[src/rtl/pfd_lock_pkg.sv]
package pfd_lock_pkg;
  localparam int RUN_W = 8;

  // per-PFD-cycle result handed from the gap datapath to the lock control
  typedef struct packed {
    logic valid;
    logic inWindow;
    logic beyondLoss;
  } gap_strobe_t;

  // run length select decode
  function automatic logic [RUN_W-1:0] runTarget(input logic [1:0] sel);
    case (sel)
      2'b00:   return RUN_W'(5);
      2'b01:   return RUN_W'(16);
      2'b10:   return RUN_W'(64);
      default: return RUN_W'(255);
    endcase
  endfunction
endpackage

[src/rtl/pfd_gap_datapath.sv]
module pfd_gap_datapath
  import pfd_lock_pkg::*;
#(
  parameter int WIN_WIDE    = 8,
  parameter int LOSS_WIDE   = 16,
  parameter int WIN_NARROW  = 3,
  parameter int LOSS_NARROW = 6,
  parameter int TIMEOUT     = 63
) (
  input  logic        clk,
  input  logic        rstN,
  input  logic        refIn,
  input  logic        fbIn,
  input  logic        narrowRange,
  output gap_strobe_t strobes
);
  localparam int GW = $clog2(TIMEOUT + 1);
  localparam logic [GW-1:0] TIMEOUT_V = GW'(TIMEOUT);
  localparam logic [GW-1:0] WIN_W_V   = GW'(WIN_WIDE);
  localparam logic [GW-1:0] LOSS_W_V  = GW'(LOSS_WIDE);
  localparam logic [GW-1:0] WIN_N_V   = GW'(WIN_NARROW);
  localparam logic [GW-1:0] LOSS_N_V  = GW'(LOSS_NARROW);

  typedef enum logic [1:0] {PAIR_IDLE, PAIR_WAIT_FB, PAIR_WAIT_REF} pair_state_t;

  logic [1:0] rawIn;
  logic [1:0] stage1, stage2, stage3;
  logic [1:0] edgeHit;
  assign rawIn = {fbIn, refIn};

  // two-flop synchronizer plus edge-detect delay, per input
  for (genvar g = 0; g < 2; g++) begin : g_sync
    always_ff @(posedge clk) begin
      if (!rstN) begin
        stage1[g] <= 1'b0;
        stage2[g] <= 1'b0;
        stage3[g] <= 1'b0;
      end else begin
        stage1[g] <= rawIn[g];
        stage2[g] <= stage1[g];
        stage3[g] <= stage2[g];
      end
    end
    assign edgeHit[g] = stage2[g] & ~stage3[g];
  end

  logic refEdge, fbEdge;
  assign refEdge = edgeHit[0];
  assign fbEdge  = edgeHit[1];

  pair_state_t state, nextState;
  logic [GW-1:0] gapCnt, nextCnt, gapVal;
  logic sampleValid, leaderEdge, followerEdge;

  assign leaderEdge   = (state == PAIR_WAIT_FB) ? refEdge : fbEdge;
  assign followerEdge = (state == PAIR_WAIT_FB) ? fbEdge  : refEdge;

  always_comb begin
    nextState   = state;
    nextCnt     = gapCnt;
    sampleValid = 1'b0;
    gapVal      = '0;
    if (state == PAIR_IDLE) begin
      if (refEdge && fbEdge) begin
        sampleValid = 1'b1;
      end else if (refEdge) begin
        nextState = PAIR_WAIT_FB;
        nextCnt   = GW'(1);
      end else if (fbEdge) begin
        nextState = PAIR_WAIT_REF;
        nextCnt   = GW'(1);
      end
    end else begin
      if (followerEdge) begin
        sampleValid = 1'b1;
        gapVal      = gapCnt;
        nextState   = PAIR_IDLE;
      end else if (leaderEdge || gapCnt == TIMEOUT_V) begin
        sampleValid = 1'b1;
        gapVal      = TIMEOUT_V;
        nextState   = PAIR_IDLE;
      end else begin
        nextCnt = gapCnt + GW'(1);
      end
    end
  end

  always_ff @(posedge clk) begin
    if (!rstN) begin
      state  <= PAIR_IDLE;
      gapCnt <= '0;
    end else begin
      state  <= nextState;
      gapCnt <= nextCnt;
    end
  end

  logic [GW-1:0] winSel, lossSel;
  assign winSel  = narrowRange ? WIN_N_V  : WIN_W_V;
  assign lossSel = narrowRange ? LOSS_N_V : LOSS_W_V;

  assign strobes.valid      = sampleValid;
  assign strobes.inWindow   = sampleValid && (gapVal < winSel);
  assign strobes.beyondLoss = sampleValid && (gapVal > lossSel);

  // a pending measurement never runs past the timeout
  p_gap_bounded_r8: assert property (@(posedge clk) disable iff (!rstN)
    (state != PAIR_IDLE) |-> (gapCnt >= GW'(1) && gapCnt <= TIMEOUT_V));

  // a timed-out pairing is reported as a gross phase error
  p_miss_is_loss_r8: assert property (@(posedge clk) disable iff (!rstN)
    (state != PAIR_IDLE && gapCnt == TIMEOUT_V && !followerEdge) |-> strobes.beyondLoss);

  // the window always lies inside the loss threshold
  p_window_inside_loss_r4: assert property (@(posedge clk) disable iff (!rstN)
    strobes.inWindow |-> !strobes.beyondLoss);
endmodule

[src/rtl/pfd_lock_control.sv]
module pfd_lock_control
  import pfd_lock_pkg::*;
(
  input  logic        clk,
  input  logic        rstN,
  input  gap_strobe_t strobes,
  input  logic [1:0]  runSel,
  input  logic        detectOff,
  output logic        lockFlag
);
  logic [RUN_W-1:0] runCnt, target;
  logic [RUN_W:0]   runNext;

  assign target  = runTarget(runSel);
  assign runNext = {1'b0, runCnt} + 1'b1;

  always_ff @(posedge clk) begin
    if (!rstN || detectOff) begin
      lockFlag <= 1'b0;
      runCnt   <= '0;
    end else if (strobes.valid) begin
      if (lockFlag) begin
        if (strobes.beyondLoss) begin
          lockFlag <= 1'b0;
          runCnt   <= '0;
        end
      end else if (strobes.inWindow) begin
        if (runNext >= {1'b0, target}) begin
          lockFlag <= 1'b1;
          runCnt   <= target;
        end else begin
          runCnt <= runNext[RUN_W-1:0];
        end
      end else begin
        runCnt <= '0;
      end
    end
  end

  // lock only ever rises on an in-window cycle
  p_rise_on_window_r2: assert property (@(posedge clk) disable iff (!rstN)
    $rose(lockFlag) |-> $past(strobes.valid && strobes.inWindow));

  // lock only ever falls on loss or disable
  p_fall_on_loss_r4: assert property (@(posedge clk) disable iff (!rstN)
    $fell(lockFlag) |-> $past(detectOff || strobes.beyondLoss));

  // disable forces the flag low and empties the count
  p_off_clears_r7: assert property (@(posedge clk) disable iff (!rstN)
    detectOff |=> (!lockFlag && runCnt == '0));

  // a non-window cycle before lock empties the count
  p_reset_on_miss_r6: assert property (@(posedge clk) disable iff (!rstN)
    (!detectOff && !lockFlag && strobes.valid && !strobes.inWindow) |=> runCnt == '0);
endmodule

[src/rtl/pfd_lock_monitor.sv]
module pfd_lock_monitor #(
  parameter int WIN_WIDE    = 8,
  parameter int LOSS_WIDE   = 16,
  parameter int WIN_NARROW  = 3,
  parameter int LOSS_NARROW = 6,
  parameter int TIMEOUT     = 63
) (
  input  logic       clk,
  input  logic       rstN,
  input  logic       refIn,
  input  logic       fbIn,
  input  logic [1:0] runSel,
  input  logic       narrowRange,
  input  logic       detectOff,
  output logic       lockFlag
);
  pfd_lock_pkg::gap_strobe_t strobes;

  pfd_gap_datapath #(
    .WIN_WIDE(WIN_WIDE), .LOSS_WIDE(LOSS_WIDE),
    .WIN_NARROW(WIN_NARROW), .LOSS_NARROW(LOSS_NARROW),
    .TIMEOUT(TIMEOUT)
  ) i_datapath (
    .clk(clk), .rstN(rstN), .refIn(refIn), .fbIn(fbIn),
    .narrowRange(narrowRange), .strobes(strobes)
  );

  pfd_lock_control i_control (
    .clk(clk), .rstN(rstN), .strobes(strobes), .runSel(runSel),
    .detectOff(detectOff), .lockFlag(lockFlag)
  );
endmodule

[config.mk]
export PLATFORM = sky130hd
export DESIGN_NAME = pfd_lock_monitor
export DESIGN_NICKNAME = d
export VERILOG_FILES = /design/src/rtl/pfd_lock_pkg.sv /design/src/rtl/pfd_gap_datapath.sv /design/src/rtl/pfd_lock_control.sv /design/src/rtl/pfd_lock_monitor.sv
export SDC_FILE = /design/constraint.sdc
export NUM_CORES = 1
export LEC_CHECK = 0
export BUFFER_PORTS_ARGS = -buffer_cell sky130_fd_sc_hd__buf_2
export CORE_MARGIN = 4
export CORE_UTILIZATION = 45
export DETAILED_ROUTE_END_ITERATION = 12
export PLACE_DENSITY_LB_ADDON = 0.3
export SLEW_MARGIN = 40
export SYNTH_ARGS = -nofsm -noshare
export SYNTH_HDL_FRONTEND = slang
export SYNTH_HIERARCHICAL = 1
export SYNTH_SLANG_ARGS = --single-unit
[constraint.sdc]
create_clock -name clk -period 8.9 [get_ports clk]
set_input_delay 1.78 -clock clk [delete_from_list [all_inputs] [get_ports clk]]
set_output_delay 1.78 -clock clk [all_outputs]
set_load 0.01 [all_outputs]
-- Word level (Yosys, flattened, before mapping)
Index checks and enable logic that the tools add are counted.
- div/mod/pow operators: 0
- bitwise logic cells: 4
- magnitude comparators: 3
- add/subtract/negate cells: 2
- equality and inequality tests: 9
- reduce and logical (&&, ||, !) cells: 12
- $mul: 0
- multiplexer cells: 32
- shift-type cells: 0
- operators by type and width (cell ; count):
    $mux 6 ; 9
    $mux 8 ; 4
    $pmux 8 s3 ; 1
    $mux 2 ; 6
    $mux 1 ; 10
    $add 8x1->9 const B ; 1
    $ge 9x8->1 ; 1
    $add 6x1->6 const B ; 1
    $eq 6x6->1 const B ; 1
    $gt 6x6->1 ; 1
    $lt 6x6->1 ; 1
    $mux 5 ; 1
    $eq 2x1->1 const B ; 2
    $logic_not 2->1 ; 2
    $mux 4 ; 1
    $ne 2x1->1 const B ; 2
    $ne 2x2->1 const B ; 2
    $reduce_and 4->1 ; 1
    $logic_and 1x1->1 ; 3
    $ne 3x1->1 const B ; 1
    $reduce_and 3->1 ; 1
    $reduce_bool 3->1 ; 1
    $and 1x1->1 ; 2
    $eq 2x2->1 const B ; 1
    other kinds (4) ; 6
- bits of input ports: 8
- bits in latches: 0
- bits in registers: 23
- RAM bits: 0
- output and inout port bits: 1
- memories: 0
- memory bits (read-only): 0

-- Depth between registers and ports, before layout
- depth in word-level cells: 11
- depth in mapped cells: 15
- gate-level depth less buffers: 13

-- Cells and area by module
Netlist, hierarchy kept.
- by module, submodules not included (module ; cells an instance ; area each (um^2) ; sequential area each (um^2) ; instances):
    pfd_gap_datapath ; 98 ; 855.8 ; 280.3 ; 1
    pfd_lock_control ; 88 ; 773.2 ; 180.2 ; 1

-- Worst setup path after synthesis
Ideal clock, no wire load.
- path type: input -> register
- start point: in narrowRange
- end point: reg i_control.runCnt[7]
- library setup time: 79 ps
- stages: 11
- arrival: 3810 ps
- setup slack: 5011 ps
- path through: inv_1 ha_1 a2111oi_2 a21oi_1 or4_1 o22ai_2 nor2b_1 and3_1 buf_2 nand3_1 o211ai_1
- RTL lines (item ; RTL line ; text):
    from (decl) ; pfd_lock_monitor.sv:13 ; input logic narrowRange,
    to (signal assigned) ; pfd_lock_control.sv:30 ; runCnt <= target;
    to (signal assigned) ; pfd_lock_control.sv:32 ; runCnt <= runNext[RUN_W-1:0];
    to (decl) ; pfd_lock_control.sv:11 ; logic [RUN_W-1:0] runCnt, target;

==> run metrics <==
status=completed; Synth Cell Area=0.001629 mm2; number of max-cap violations=0; Yosys top cell by area=dfxtp_1; peak supply drop=0.00009021 V; Distinct cells, synth=54; # hold bufs at CTS=0; Starting Density=0.4769; die area=0.004646 mm2; Total Routing Usage GR=0.1515; diodes inserted=0; Final setup violation count=0; register area share after synthesis=0.2826; Fmax=249.9 MHz; DPL Wire Length=2.498 mm; Setup crit start kind=input pin; Register-to-Register Path Depth=13; r2r endpoint=i_control/runCnt[7]; hold_sp=i_datapath/stage1[1]; DR WL/cell=13.06 um; number of gates resized after CTS=0; clock slew at reported path FFs=110 ps; Filler cells=329; first-pass GRT wire length=5.568 mm; min Tclk post-route=4001 ps; number of buffers inserted by post-CTS setup repair=0; gr ovfl total=0; clock latency at the later pin of the worst-skew pair=300 ps; cell area power density=104.6 mW/mm2; vias in the first global route=1281; area grow syn2layout=5.377%; PortBufs=8; Multi-input gate area=0.001110 mm2; Post-synth ARST share=0; FP Rows=21; Gate Count Post-Synth=186; TritonCTS clock tree=built; CP Data Required Time=9120 ps; Most used DFF post-synth=dfxtp_1; pin count of the biggest net entering global routing=14; Pre-antenna DRT Iters=4; period utilization=0.4496; top-count cell post-synth=dfxtp_1; Fin. Hold Viols=0; Placer Congestion=0.9471; final instance area=0.001717 mm2; Pwr Total=0.0001795 W; dpl cell area=0.001690 mm2; CP Max Fanout=8; Yosys reg bits=23; Max Buffers Root-to-Sink=2; hold-critical path depth=1; YS warnings=6; drt initial violations=45; storage element area=460.4 um2; Mean Syn Cell Area=8.758 um2; Max-Slew Margin vs Limit=0.5696; Die Y=68.17 um; # IOs=9; Worst Tran Pin Value=644.1 ps; top cells by area, synth=dfxtp_1 28%, ha_1 13%, nand2_1 5.1%; Hold Crit Endpoint=i_datapath/stage2[1]; worst path arrival time=4220 ps; critical path type=in2reg; Num CTS Buffers=3; FF-to-FF setup slack=5290 ps; vias per inst=5.782; number of synthesized flops with an enable pin=0; RSZ-0062 raised after global routing=no; Clock Skews=8.227 ps; Post-DRT Antenna Nets=0; initial antenna violation count=0; Clock Sinks=23; Syn Nets=211; Worst R2R Start=i_datapath/gapCnt[2]; Max Slew Vio Count=0; H-tree levels=1; NumNets Final=218; Setup TNS=0 ps; area of the core=0.003416 mm2; DR vias=1376; Die W=68.17 um; LEAKAGE=0.7181 nW; # DRC=0; share of cells above drive strength 1=0.1406; wirelength, routed=3.108 mm; Root Driver=clkbuf_4; Post-synth top cells=23 x dfxtp_1, 22 x nand2_1, 17 x ha_1; top-area cell type share of the netlist area=0.2826; Worst setup EP type=flip-flop; hold crit path type=reg2reg; final core occ=0.5026
[state kept, by name, summed over array words and instances (netlist names)]
register            cells
i_control/lockFlag      1
i_control/runCnt        8
i_datapath/gapCnt       6
i_datapath/stage1       2
i_datapath/stage2       2
i_datapath/stage3       2
i_datapath/state        2
[how the worst max path moves through the flow]
stage | cells after the start | slack [ps] | startpoint | end
finish | 11 | 4900 | narrowRange | i_control/runCnt[7]
global route | 11 | 4670 | narrowRange | i_control/runCnt[7]
CTS | 11 | 4900 | narrowRange | i_control/runCnt[7]
detailed placement | 11 | 4570 | narrowRange | i_control/runCnt[7]
global placement | 11 | 4700 | narrowRange | i_control/runCnt[7]
floorplan | 11 | 5010 | narrowRange | i_control/runCnt[7]
[critical path, cell delays in order]
cell	delay (ps)
buf_2	120
inv_1	80
ha_1	340
a2111oi_2	360
a21oi_1	60
or4_1	420
o22ai_2	150
nor2b_1	230
and3_1	330
nand3_1	200
o211ai_1	160
[report_power, final]
part	switching, W	internal, W	leakage, nW
Sequential	0.00000191	0.000105	0.187
Combinational	0.0000159	0.0000112	0.516
Clock	0.0000279	0.0000174	0.0150
Total	0.0000458	0.000134	0.718
[cells in the final DEF (no fill, tap or decap), types with 3 or more instances in the layout]
cell,netlist,routed
ha_1,17,17
clkbuf_4,0,3
and4_1,3,3
nor2b_1,3,3
buf_2,1,8
and3_1,3,3
a21oi_1,8,8
a31oi_1,4,4
dfxtp_1,23,23
and2_1,7,7
o211ai_1,4,4
nand2_1,22,22
nand2b_1,4,4
o21ai_1,3,3
nor3_1,5,5
inv_1,6,6
nand3_1,10,10
xnor2_1,5,5
nor2_1,11,11
[metrics by stage]
| stage | hold slack [ps] | std cells | worst slack [ps] |
|---|---|---|---|
| 2_1_floorplan | 411.9 | 186 | 5011 |
| 3_3_place_gp | 426.7 | 234 | 4702 |
| 3_5_place_dp | 423.2 | 234 | 4574 |
| 4_1_cts | 452.7 | 238 | 4896 |
| 5_1_grt | 465.0 | 238 | 4673 |
| 6_report | 449.6 | 238 | 4899 |
[routing by layer]
| metal | GRT usage | up-vias | wire length (um) |
|---|---|---|---|
| met5 | 0 | - | 0 |
| met4 | 0.03474 | 0 | 13 |
| met3 | 0.02956 | 2 | 163 |
| met2 | 0.2539 | 34 | 1475 |
| met1 | 0.1996 | 647 | 1456 |
| li1 | - | 693 | - |
[final cells by class]
cell class,count,share of cell area
sequential,23,0.2682
multi-input combinational,151,0.6465
clock buffer,4,0.01531
tap,46,0.03353
inverter,6,0.01312
timing repair buffer,8,0.02332
[logic make-up (layout without fill, tap and decap cells)]
kind of cell,after synthesis,count (layout),share of synthesized area
AND/OR/NAND/NOR,84,84,0.2857
XOR/XNOR,7,7,0.03764
flip-flops,23,23,0.2826
multiplexers,2,2,0.01229
adder cells (fa/ha/maj),17,17,0.1306
buffers and inverters,12,18,0.04223
AO/OA/AOI/OAI,41,41,0.2089
(Power assumes the default switching activity.)
